`src/rtl/pmc_pkg.sv`:
```
package pmc_pkg;

  typedef struct packed {
    logic b_gt;
    logic a_gt;
    logic eq;
  } pmc_flags_t;

  localparam pmc_flags_t PMC_CLEAR = '0;

  // number of merge levels above the bit encoders for a given width
  function automatic int pmc_levels(input int width);
    return (width > 1) ? $clog2(width) : 0;
  endfunction

endpackage

```
`src/rtl/pmc_preenc.sv`:
```
module pmc_preenc #(
  parameter int N = 64,
  parameter int W = 64
) (
  input  logic [N-1:0] a_i,
  input  logic [N-1:0] b_i,
  output logic [W-1:0] gen_o,
  output logic [W-1:0] eq_o
);

  for (genvar i = 0; i < W; i++) begin : g_bit
    if (i < N) begin : g_real
      assign gen_o[i] = ~a_i[i] & b_i[i];
      assign eq_o[i]  = ~(a_i[i] ^ b_i[i]);
    end else begin : g_pad
      // padded position: never wins, always matches
      assign gen_o[i] = 1'b0;
      assign eq_o[i]  = 1'b1;
    end
  end

endmodule

```
`src/rtl/pmc_tree.sv`:
```
module pmc_tree #(
  parameter int W    = 64,
  parameter int LVLS = 6
) (
  input  logic [W-1:0] gen_i,
  input  logic [W-1:0] eq_i,
  output logic         root_gen,
  output logic         root_eq
);

  logic [W-1:0] g_l [LVLS+1];
  logic [W-1:0] e_l [LVLS+1];

  assign g_l[0] = gen_i;
  assign e_l[0] = eq_i;

  for (genvar l = 0; l < LVLS; l++) begin : g_lvl
    localparam int CNT = W >> (l + 1);
    for (genvar j = 0; j < CNT; j++) begin : g_node
      // upper group decides unless it matches, then lower group decides
      assign g_l[l+1][j] = g_l[l][2*j+1] | (e_l[l][2*j+1] & g_l[l][2*j]);
      assign e_l[l+1][j] = e_l[l][2*j+1] & e_l[l][2*j];
    end
    if (CNT < W) begin : g_fill
      assign g_l[l+1][W-1:CNT] = '0;
      assign e_l[l+1][W-1:CNT] = '0;
    end
  end

  assign root_gen = g_l[LVLS][0];
  assign root_eq  = e_l[LVLS][0];

endmodule

```
`src/rtl/pmc_outreg.sv`:
```
module pmc_outreg
  import pmc_pkg::*;
#(
  parameter int REG_OUT = 1
) (
  input  logic       clk,
  input  logic       rst_n,
  input  pmc_flags_t flags_i,
  output pmc_flags_t flags_o
);

  if (REG_OUT != 0) begin : g_reg
    pmc_flags_t flags_d;
    pmc_flags_t flags_q;
    logic       flags_en;

    always_comb begin
      flags_en = 1'b1;
      flags_d  = flags_i;
    end

    always_ff @(posedge clk or negedge rst_n) begin
      if (!rst_n) begin
        flags_q <= PMC_CLEAR;
      end else if (flags_en) begin
        flags_q <= flags_d;
      end
    end

    assign flags_o = flags_q;
  end else begin : g_comb
    assign flags_o = flags_i;
  end

endmodule

```
`src/rtl/prefix_mag_cmp.sv`:
```
module prefix_mag_cmp
  import pmc_pkg::*;
#(
  parameter int N       = 64,
  parameter int REG_OUT = 1
) (
  input  logic         clk,
  input  logic         rst_n,
  input  logic [N-1:0] op_a,
  input  logic [N-1:0] op_b,
  output logic         b_gt,
  output logic         a_gt,
  output logic         eq
);

  localparam int LVLS = pmc_levels(N);
  localparam int W    = 1 << LVLS;

  logic [W-1:0] bit_gen;
  logic [W-1:0] bit_eq;
  logic         root_gen;
  logic         root_eq;
  pmc_flags_t   flags_raw;
  pmc_flags_t   flags_out;

  pmc_preenc #(.N(N), .W(W)) u_preenc (
    .a_i   (op_a),
    .b_i   (op_b),
    .gen_o (bit_gen),
    .eq_o  (bit_eq)
  );

  pmc_tree #(.W(W), .LVLS(LVLS)) u_tree (
    .gen_i    (bit_gen),
    .eq_i     (bit_eq),
    .root_gen (root_gen),
    .root_eq  (root_eq)
  );

  always_comb begin
    flags_raw.b_gt = root_gen;
    flags_raw.eq   = root_eq;
    flags_raw.a_gt = ~root_gen & ~root_eq;
  end

  pmc_outreg #(.REG_OUT(REG_OUT)) u_outreg (
    .clk     (clk),
    .rst_n   (rst_n),
    .flags_i (flags_raw),
    .flags_o (flags_out)
  );

  assign b_gt = flags_out.b_gt;
  assign a_gt = flags_out.a_gt;
  assign eq   = flags_out.eq;

endmodule

```
`config.mk`:
```
export PLATFORM = sky130hd
export DESIGN_NAME = prefix_mag_cmp
export DESIGN_NICKNAME = d
export VERILOG_FILES = /design/src/rtl/pmc_pkg.sv /design/src/rtl/pmc_preenc.sv /design/src/rtl/pmc_tree.sv /design/src/rtl/pmc_outreg.sv /design/src/rtl/prefix_mag_cmp.sv
export SDC_FILE = /design/constraint.sdc
export NUM_CORES = 1
export LEC_CHECK = 0
export ABC_AREA = 1
export BUFFER_PORTS_ARGS = -buffer_cell sky130_fd_sc_hd__buf_2
export CORE_MARGIN = 2
export CORE_UTILIZATION = 46
export DETAILED_ROUTE_END_ITERATION = 6
export GPL_ROUTABILITY_DRIVEN = 0
export PLACE_DENSITY_LB_ADDON = 0.08
export RECOVER_POWER = 25
export SKIP_LAST_GASP = 1
export SLEW_MARGIN = 20
export SYNTH_ARGS = -nofsm -noshare
export SYNTH_HDL_FRONTEND = slang
export SYNTH_HIERARCHICAL = 1
export SYNTH_SLANG_ARGS = --single-unit
export TNS_END_PERCENT = 20
```
`constraint.sdc`:
```
create_clock -name clk -period 1 [get_ports clk]
set_input_delay 0.2 -clock clk [delete_from_list [all_inputs] [get_ports clk]]
set_output_delay 0.2 -clock clk [all_outputs]
set_load 0.005 [all_outputs]
```
== Yosys cells after proc, flatten, opt, wreduce, memory -nomap -nowiden ==
Cells that the tools add are included.
Widths: inputs -> output; s select.

* Memory bits (read-only): 0
* Word-level logic and storage cells: 451
* Flip-flop bits (word level): 3
* Output and inout port bits: 3
* Latch bits: 0
* Bits in writable memories: 0
* Memories kept: 0
* Bits of input ports: 130

* Multipliers: 0
* $add $sub $neg: 0
* Bitwise gates (word level): 448
* Divide/modulo/power cells: 0
* $lt $le $gt $ge: 0
* Reduce and logical (&&, ||, !) cells: 0
* Equal/unequal tests: 0
* Shift operators: 0
* Muxes and demuxes: 0

{| class="wikitable"
|+ Operators with widths
! operator !! number
|-
| $and 1x1->1 || 191
|-
| $not 1->1 || 130
|-
| $xor 1x1->1 || 64
|-
| $or 1x1->1 || 63
|}

== Logic depth before layout (Yosys ltp) ==
Gate-level depths: netlist (run 1).

* Word-level depth: 16
* Gate-level depth with buffers: 15
* Depth with buffers taken out: 15

== Cells and area by module ==
Netlist (run 1), hierarchy kept.

{| class="wikitable"
|+ Modules (own cells, without submodules)
! module !! instances !! cells each !! area an instance (um^2)
|-
| pmc_preenc || 1 || 128 || 1041.0
|-
| pmc_tree || 1 || 157 || 767.0
|-
| pmc_outreg || 1 || 3 || 75.1
|-
| prefix_mag_cmp || 1 || 1 || 3.8
|}

== Worst setup path after synthesis (run 1) ==
No wires, ideal clock.

* Path kind: input to register
* Start: in op_a[23]
* End: reg u_outreg.g_reg.flags_q, in the netlist u_outreg/flags_o[1]
* Arrival: 1200 ps
* Setup slack: -322 ps
* Cell stages on the path: 9
* Path through: inv_1 ha_1 nand2_2 nor2_4 nand4_2 nor2_2 nand4_1 nor3b_2 nor2_1

{| class="wikitable"
|+ RTL lines
! what !! RTL line !! RTL
|-
| from (decl) || prefix_mag_cmp.sv:9 || <nowiki>input logic [N-1:0] op_a,</nowiki>
|-
| to (signal assigned) || pmc_outreg.sv:26 || <nowiki>flags_q <= flags_d;</nowiki>
|-
| to (decl) || pmc_outreg.sv:14 || <nowiki>pmc_flags_t flags_q;</nowiki>
|}

==> results of run 1 <==
area by class of cell:
| class | count | area (um2) |
|---|---|---|
| clock buffers | 4 | 45.04 |
| multi-input cells | 204 | 2006 |
| fillers | 244 | 661.9 |
| repair buffers | 140 | 810.8 |
| flip-flops and latches | 3 | 75.07 |
| well taps | 50 | 62.56 |
| inverters | 82 | 310.3 |
power by group through the flow:
stage | combinational (W) | clock [W] | sequential [W]
floorplan | 0.000578 | 0 | 0.000138
global placement | 0.000940 | 0 | 0.000136
detailed placement | 0.000969 | 0 | 0.000136
CTS | 0.00103 | 0.000356 | 0.000135
global route | 0.00143 | 0.000366 | 0.000136
finish | 0.00127 | 0.000348 | 0.000135
what timing repair did:
action	CTS	global route
setup endpoints to repair	3	3
gates cloned	0	0
resized for setup	18	66
endpoints found under the hold margin	3	0
pin swaps	18	49
hold buffers	1	0
buffers inserted	3	0
cells in the final DEF (no fill, tap or decap), types with 2 or more instances in the layout:
cell,n
buf_2,118
inv_1,56
nand2_1,56
ha_1,35
ha_4,29
inv_2,22
a21oi_1,22
buf_6,15
nand2_2,10
nor2_1,9
nor2_4,7
nand2_4,5
buf_4,5
a21oi_2,4
clkbuf_8,3
dfrtp_1,3
a21o_1,3
clkinv_1,3
nand4_1,3
o21ai_0,3
nand4_4,3
nor3b_2,3
clkbuf_1,2
nand3_2,2
nand3_1,2
nor2_2,2
per-stage QoR:
stage | setup slack (ns) | setup TNS [ns] | power, W | hold WS [ns]
6_report | -0.3264 | -0.7616 | 0.001751 | 0.3916
5_1_grt | -0.4370 | -1.070 | 0.001935 | 0.4063
4_1_cts | -0.2768 | -0.6660 | 0.001523 | 0.3358
3_5_place_dp | -0.5331 | -1.411 | 0.001105 | -0.002361
3_3_place_gp | -0.4625 | -1.242 | 0.001076 | -0.003077
2_1_floorplan | -0.2972 | -0.7184 | 0.0007158 | -0.09559
kinds of logic (layout without fill, tap and decap cells):
| family | after synthesis | count (layout) | share of synthesized area, % |
|---|---|---|---|
| compound gates | 35 | 35 | 9.946 |
| fa+ha+maj | 64 | 64 | 42.44 |
| buf+inv | 82 | 226 | 16.31 |
| simple gates | 105 | 105 | 27.32 |
| flops | 3 | 3 | 3.979 |
worst paths after layout:
kind	from	to	slack [ns]	depth (start not counted)
max	op_b[22]	u_outreg/flags_o[1]	-0.33	12
min	rst_n	u_outreg/flags_o[0]	0.39	2
max in group asynchronous	rst_n	u_outreg/flags_o[1]	0.44	2
min in group clk	op_b[47]	u_outreg/flags_o[2]	0.57	8
routing by layer:
layer	GRT usage [%]	routed length (um)
met1	19.73	2001
met2	39.68	2944
met3	4.276	463
met4	6.750	76
met5	0	0
synthesized netlist by cell type:
| cell | n | area (um2) |
|---|---|---|
| a21o_1 | 3 | 22.52 |
| a21oi_1 | 26 | 130.1 |
| clkinv_1 | 3 | 11.26 |
| dfrtp_1 | 3 | 75.07 |
| ha_1 | 64 | 800.8 |
| inv_1 | 75 | 281.5 |
| inv_2 | 4 | 15.01 |
| nand2_1 | 68 | 255.2 |
| nand2_2 | 3 | 18.77 |
| nand3_1 | 3 | 15.01 |
| nand3_2 | 2 | 20.02 |
| nand4_1 | 3 | 18.77 |
| nand4_2 | 4 | 50.05 |
| nor2_1 | 11 | 41.29 |
| nor2_2 | 4 | 25.02 |
| nor2_4 | 3 | 33.78 |
| nor3_1 | 1 | 5.000 |
| nor3b_1 | 1 | 7.510 |
| nor3b_2 | 2 | 25.02 |
| o21a_1 | 1 | 7.510 |
| o21ai_0 | 3 | 15.01 |
| o21ai_1 | 1 | 5.000 |
| o21bai_1 | 1 | 7.510 |
==> qor.txt, run 1 <==
Synth Instances -> 289
Final Cell Area -> 3309 um2
Syn-to-layout area delta -> 75.40%
RSZ-0062 raised after global routing -> yes
Final worst path period need -> 1.326 ns
Starting DRT DRC Count -> 25
Final Util -> 83.33%
Initial antenna violation count -> 0
Int Power -> 0.001063 W
Seq/Total Area, Yosys -> 3.979%
Fmax -> 0.7539 GHz
Max_slew headroom -> 87.23%
Crit path launch type -> input pin
Via density -> 4.723
Die height -> 68.05 um
Vias in the first global route -> 1974
PwrDens -> 529.2 nW/um2
DR pass1 iterations -> 4
Ys Warns -> 6
GRT Residual Overflow -> 0
Cell Area, Synth -> 1887 um2
CTS tree -> done
Critical Path Sink Type -> register
Critical path arrival -> 1.42 ns
Clock transition at path regs -> 0.03 ns
Starting Density -> 47.51%
Cells after DPL -> 475
Yosys reg bits -> 3
Status -> finished, violations left
Worst-path fanout max -> 2
Row count -> 23
Placed cell areas -> 2745 um2
Clk buf depth -> 2
Share of layout cells above drive strength 1 -> 53.35%
Nets@finish -> 628
Post-Syn Area per Cell -> 6.529 um2
Cell chain of the critical path -> buf_2 -> ha_4 -> nand2_4 -> nor2_4 -> buf_6 -> nand2_4 -> a21oi_2 -> nor2_1 -> nand2_1 -> nand2_1 -> nand2_1 -> nor2_1
Htree depth -> 1
Worst path bufs/invs -> 2
DP Wirelength -> 4120 um
Post-route clock period utilization -> 132.6%
Final setup viols -> 3
Worst EP required -> 1.10 ns
Final worst slack -> -0.3264 ns
Sw Ratio -> 39.30%
Post-route DRC -> 0
Unique masters post-synth -> 23
# diodes -> 0
Worst path max stage delay -> 0.27 ns
Logic pwr share -> 72.4%
CTS sink cnt -> 3
Failing checks -> negative setup slack
Crit Path Category -> input pin to register
Largest register FFs -> 3
Total vias in the final route -> 2281
Final ANT Viol Nets -> 0
IO Count -> 133
Sequential power share -> 7.7%
Final hold viol count -> 0
Die W -> 68.05 um
Leak -> 1.876 nW
IO buf count -> 132
Pin count of the biggest net entering global routing -> 4
Clk pwr share -> 19.9%
Worst path most repeated cell -> nand2_1
CTS buffer count -> 3
NetSw -> 0.0006884 W
First-pass GRT wire length -> 7231 um
Worst VDD drop -> 298.3 uV
Slowest cell on the critical path -> ha_4
Core area -> 3971 um2
GRT Total Usage -> 19.82%
Layout Cells excl Fill -> 483
Final WL -> 5485 um
DIE AREA -> 4630 um2
Slew @ Worst Pin -> 0.1900 ns
Syn nets -> 483
CP delay by family, top -> simple AND/OR/NAND/NOR gates
DR WL/cell -> 11.36 um
HP Class -> input pin to asynchronous set/reset pin
Final Max Slew Viols -> 0
Root buffer cell -> clkbuf_8
Max Cap Violations -> 0
Note: power is estimated with default switching activity, not from simulation.
==> run 2, diff against run 1 <==
- CORE_ASPECT_RATIO: not set -> 0.6
- TNS_END_PERCENT: 20 -> 1
==> qor.txt, run 2 (synthesis gave the netlist of run 1 again) <==
Status -> finished, violations left
Failing checks -> negative setup slack
Core area -> 3807 um2 (-4.1%)
DR pass1 iterations -> 4 (unchanged)
DR WL/cell -> 13.60 um (+20%)
Initial antenna violation count -> 0 (unchanged)
Worst VDD drop -> 302.3 uV (+1.4%)
Pre-CTS setup slack -> -0.5178 ns (+0.01534 ns)
Crit path launch type -> input pin
DP Wirelength -> 4219 um (+2.4%)
Final Max Slew Viols -> 0 (unchanged)
Via density -> 4.911 (+4.0%)
Clk buf depth -> 2 (unchanged)
Final setup TNS -> -0.9653 ns (-0.2036 ns)
Worst-path fanout max -> 2 (unchanged)
Critical path endpoint -> u_outreg/flags_o[1]
GRT Total Usage -> 26.23% (+6.4 points)
Vias in the first global route -> 2311 (+17%)
Commonest non-fill, non-tap cell in the layout -> buf_2
Starting Density -> 49.56% (+2.0 points)
Critical path arrival -> 1.52 ns (+0.10 ns)
Nets@finish -> 631 (+0.48%)
Slew @ Worst Pin -> 0.1954 ns (+0.005408 ns)
Max Cap Violations -> 0 (unchanged)
First-pass GRT wire length -> 9618 um (+33%)
Htree depth -> 1 (unchanged)
Leak -> 1.889 nW (+0.71%)
Die W -> 86.68 um (+27%)
IO buf count -> 132 (unchanged)
Pin count of the biggest net entering global routing -> 4 (unchanged)
Clock transition at path regs -> 0.03 ns (about the same)
Final WL -> 6571 um (+20%)
Root buffer cell -> clkbuf_8
DIE AREA -> 4647 um2 (+0.36%)
HP Class -> input pin to asynchronous set/reset pin
CTS tree -> done
Syn-to-layout area delta -> 77.19%
# diodes -> 0 (unchanged)
Final ANT Viol Nets -> 0 (unchanged)
Final hold viol count -> 0 (unchanged)
Row count -> 17 (-26%)
PwrDens -> 543.8 nW/um2 (+2.8%)
Critical Path Sink Type -> register
Final Util -> 87.81% (+4.5 points)
CTS buffer count -> 3 (unchanged)
RSZ-0062 raised after global routing -> yes
Largest register FFs -> 3 (unchanged)
Share of layout cells above drive strength 1 -> 52.98% (-0.37 points)
CTS sink cnt -> 3 (unchanged)
Cells after DPL -> 474 (-0.21%)
Final worst path period need -> 1.375 ns (+0.04851 ns)
Post-route DRC -> 0 (unchanged)
GRT Residual Overflow -> 0 (unchanged)
IO Count -> 133 (unchanged)
Max_slew headroom -> 86.93% (-0.30 points)
Fmax -> 0.7273 GHz (-3.5%)
Hold slack -> 0.3538 ns (-0.03786 ns)
Worst setup path startpoint -> op_a[39]
Post-route clock period utilization -> 137.5% (+4.9 points)
Starting DRT DRC Count -> 54 (+120%)
Die height -> 53.61 um (-21%)
Final worst slack -> -0.3749 ns (-0.04851 ns)
Crit Path Category -> input pin to register
Total vias in the final route -> 2372 (+4.0%)
Highest-count cells in the layout ignoring fill and taps -> buf_2, nand2_1, inv_1, ha_1, ha_4
Worst EP required -> 1.15 ns (+0.05 ns)
Layout Cells excl Fill -> 483 (unchanged)
Final setup viols -> 3 (unchanged)
run 2: final cells by class:
class | count | area (um2)
inverter | 82 | 315.3
timing repair buffer | 143 | 848.3
clock buffer | 4 | 45.04
sequential | 3 | 75.07
fill | 211 | 464.2
tap | 47 | 58.81
multi-input combinational | 204 | 2001
run 2: stage by stage:
stage	total power (W)	area [um2]
finish	0.001818	3343
global route	0.001994	3343
CTS	0.001648	3113
detailed placement	0.001118	2756
global placement	0.001088	2756
floorplan	0.0007158	1992
run 2: critical path, stage by stage:
cell and delay (ns):
buf_2 0.10, inv_1 0.07, ha_1 0.31, a21o_1 0.18
nor2_1 0.13, nand2_1 0.07, nand2_1 0.06, nand2_1 0.07
a21oi_1 0.14, nand2_1 0.09, nor2_1 0.10
run 2: worst min-delay path by stage:
| stage | end | cells after the start | slack [ns] |
|---|---|---|---|
| 6_report | u_outreg/flags_o[1] | 2 | 0.35 |
| 5_1_grt | u_outreg/flags_o[1] | 2 | 0.36 |
| 4_1_cts | u_outreg/flags_o[1] | 2 | 0.33 |
| 3_5_place_dp | u_outreg/flags_o[1] | 1 | 0.003 |
| 3_3_place_gp | u_outreg/flags_o[1] | 1 | -0.002 |
| 2_1_floorplan | u_outreg/flags_o[0] | 0 | -0.1 |
run 2: timing repair:
action,4_1_cts,5_1_grt
setup buffers,2,2
endpoints found under the setup margin,3,3
hold endpoints to repair,3,0
hold buffers,1,0
gates resized for setup,49,35
pin swaps,30,27
run 2: where the power goes:
part / internal, W / leakage [nW] / total, W / switching, W
clock network: 0.000272 / 0.0228 / 0.000352 / 0.0000798
logic: 0.000683 / 1.83 / 0.00133 / 0.000649
registers: 0.000132 / 0.0373 / 0.000135 / 0.00000246
run 2: layer usage:
layer	up-vias	routed length, um	global-route usage, %
met1	998	2583	28.66
met2	131	3212	50.38
met4	0	320	12.24
met5	-	0	0
met3	38	455	5.061
li1	1205	-	-
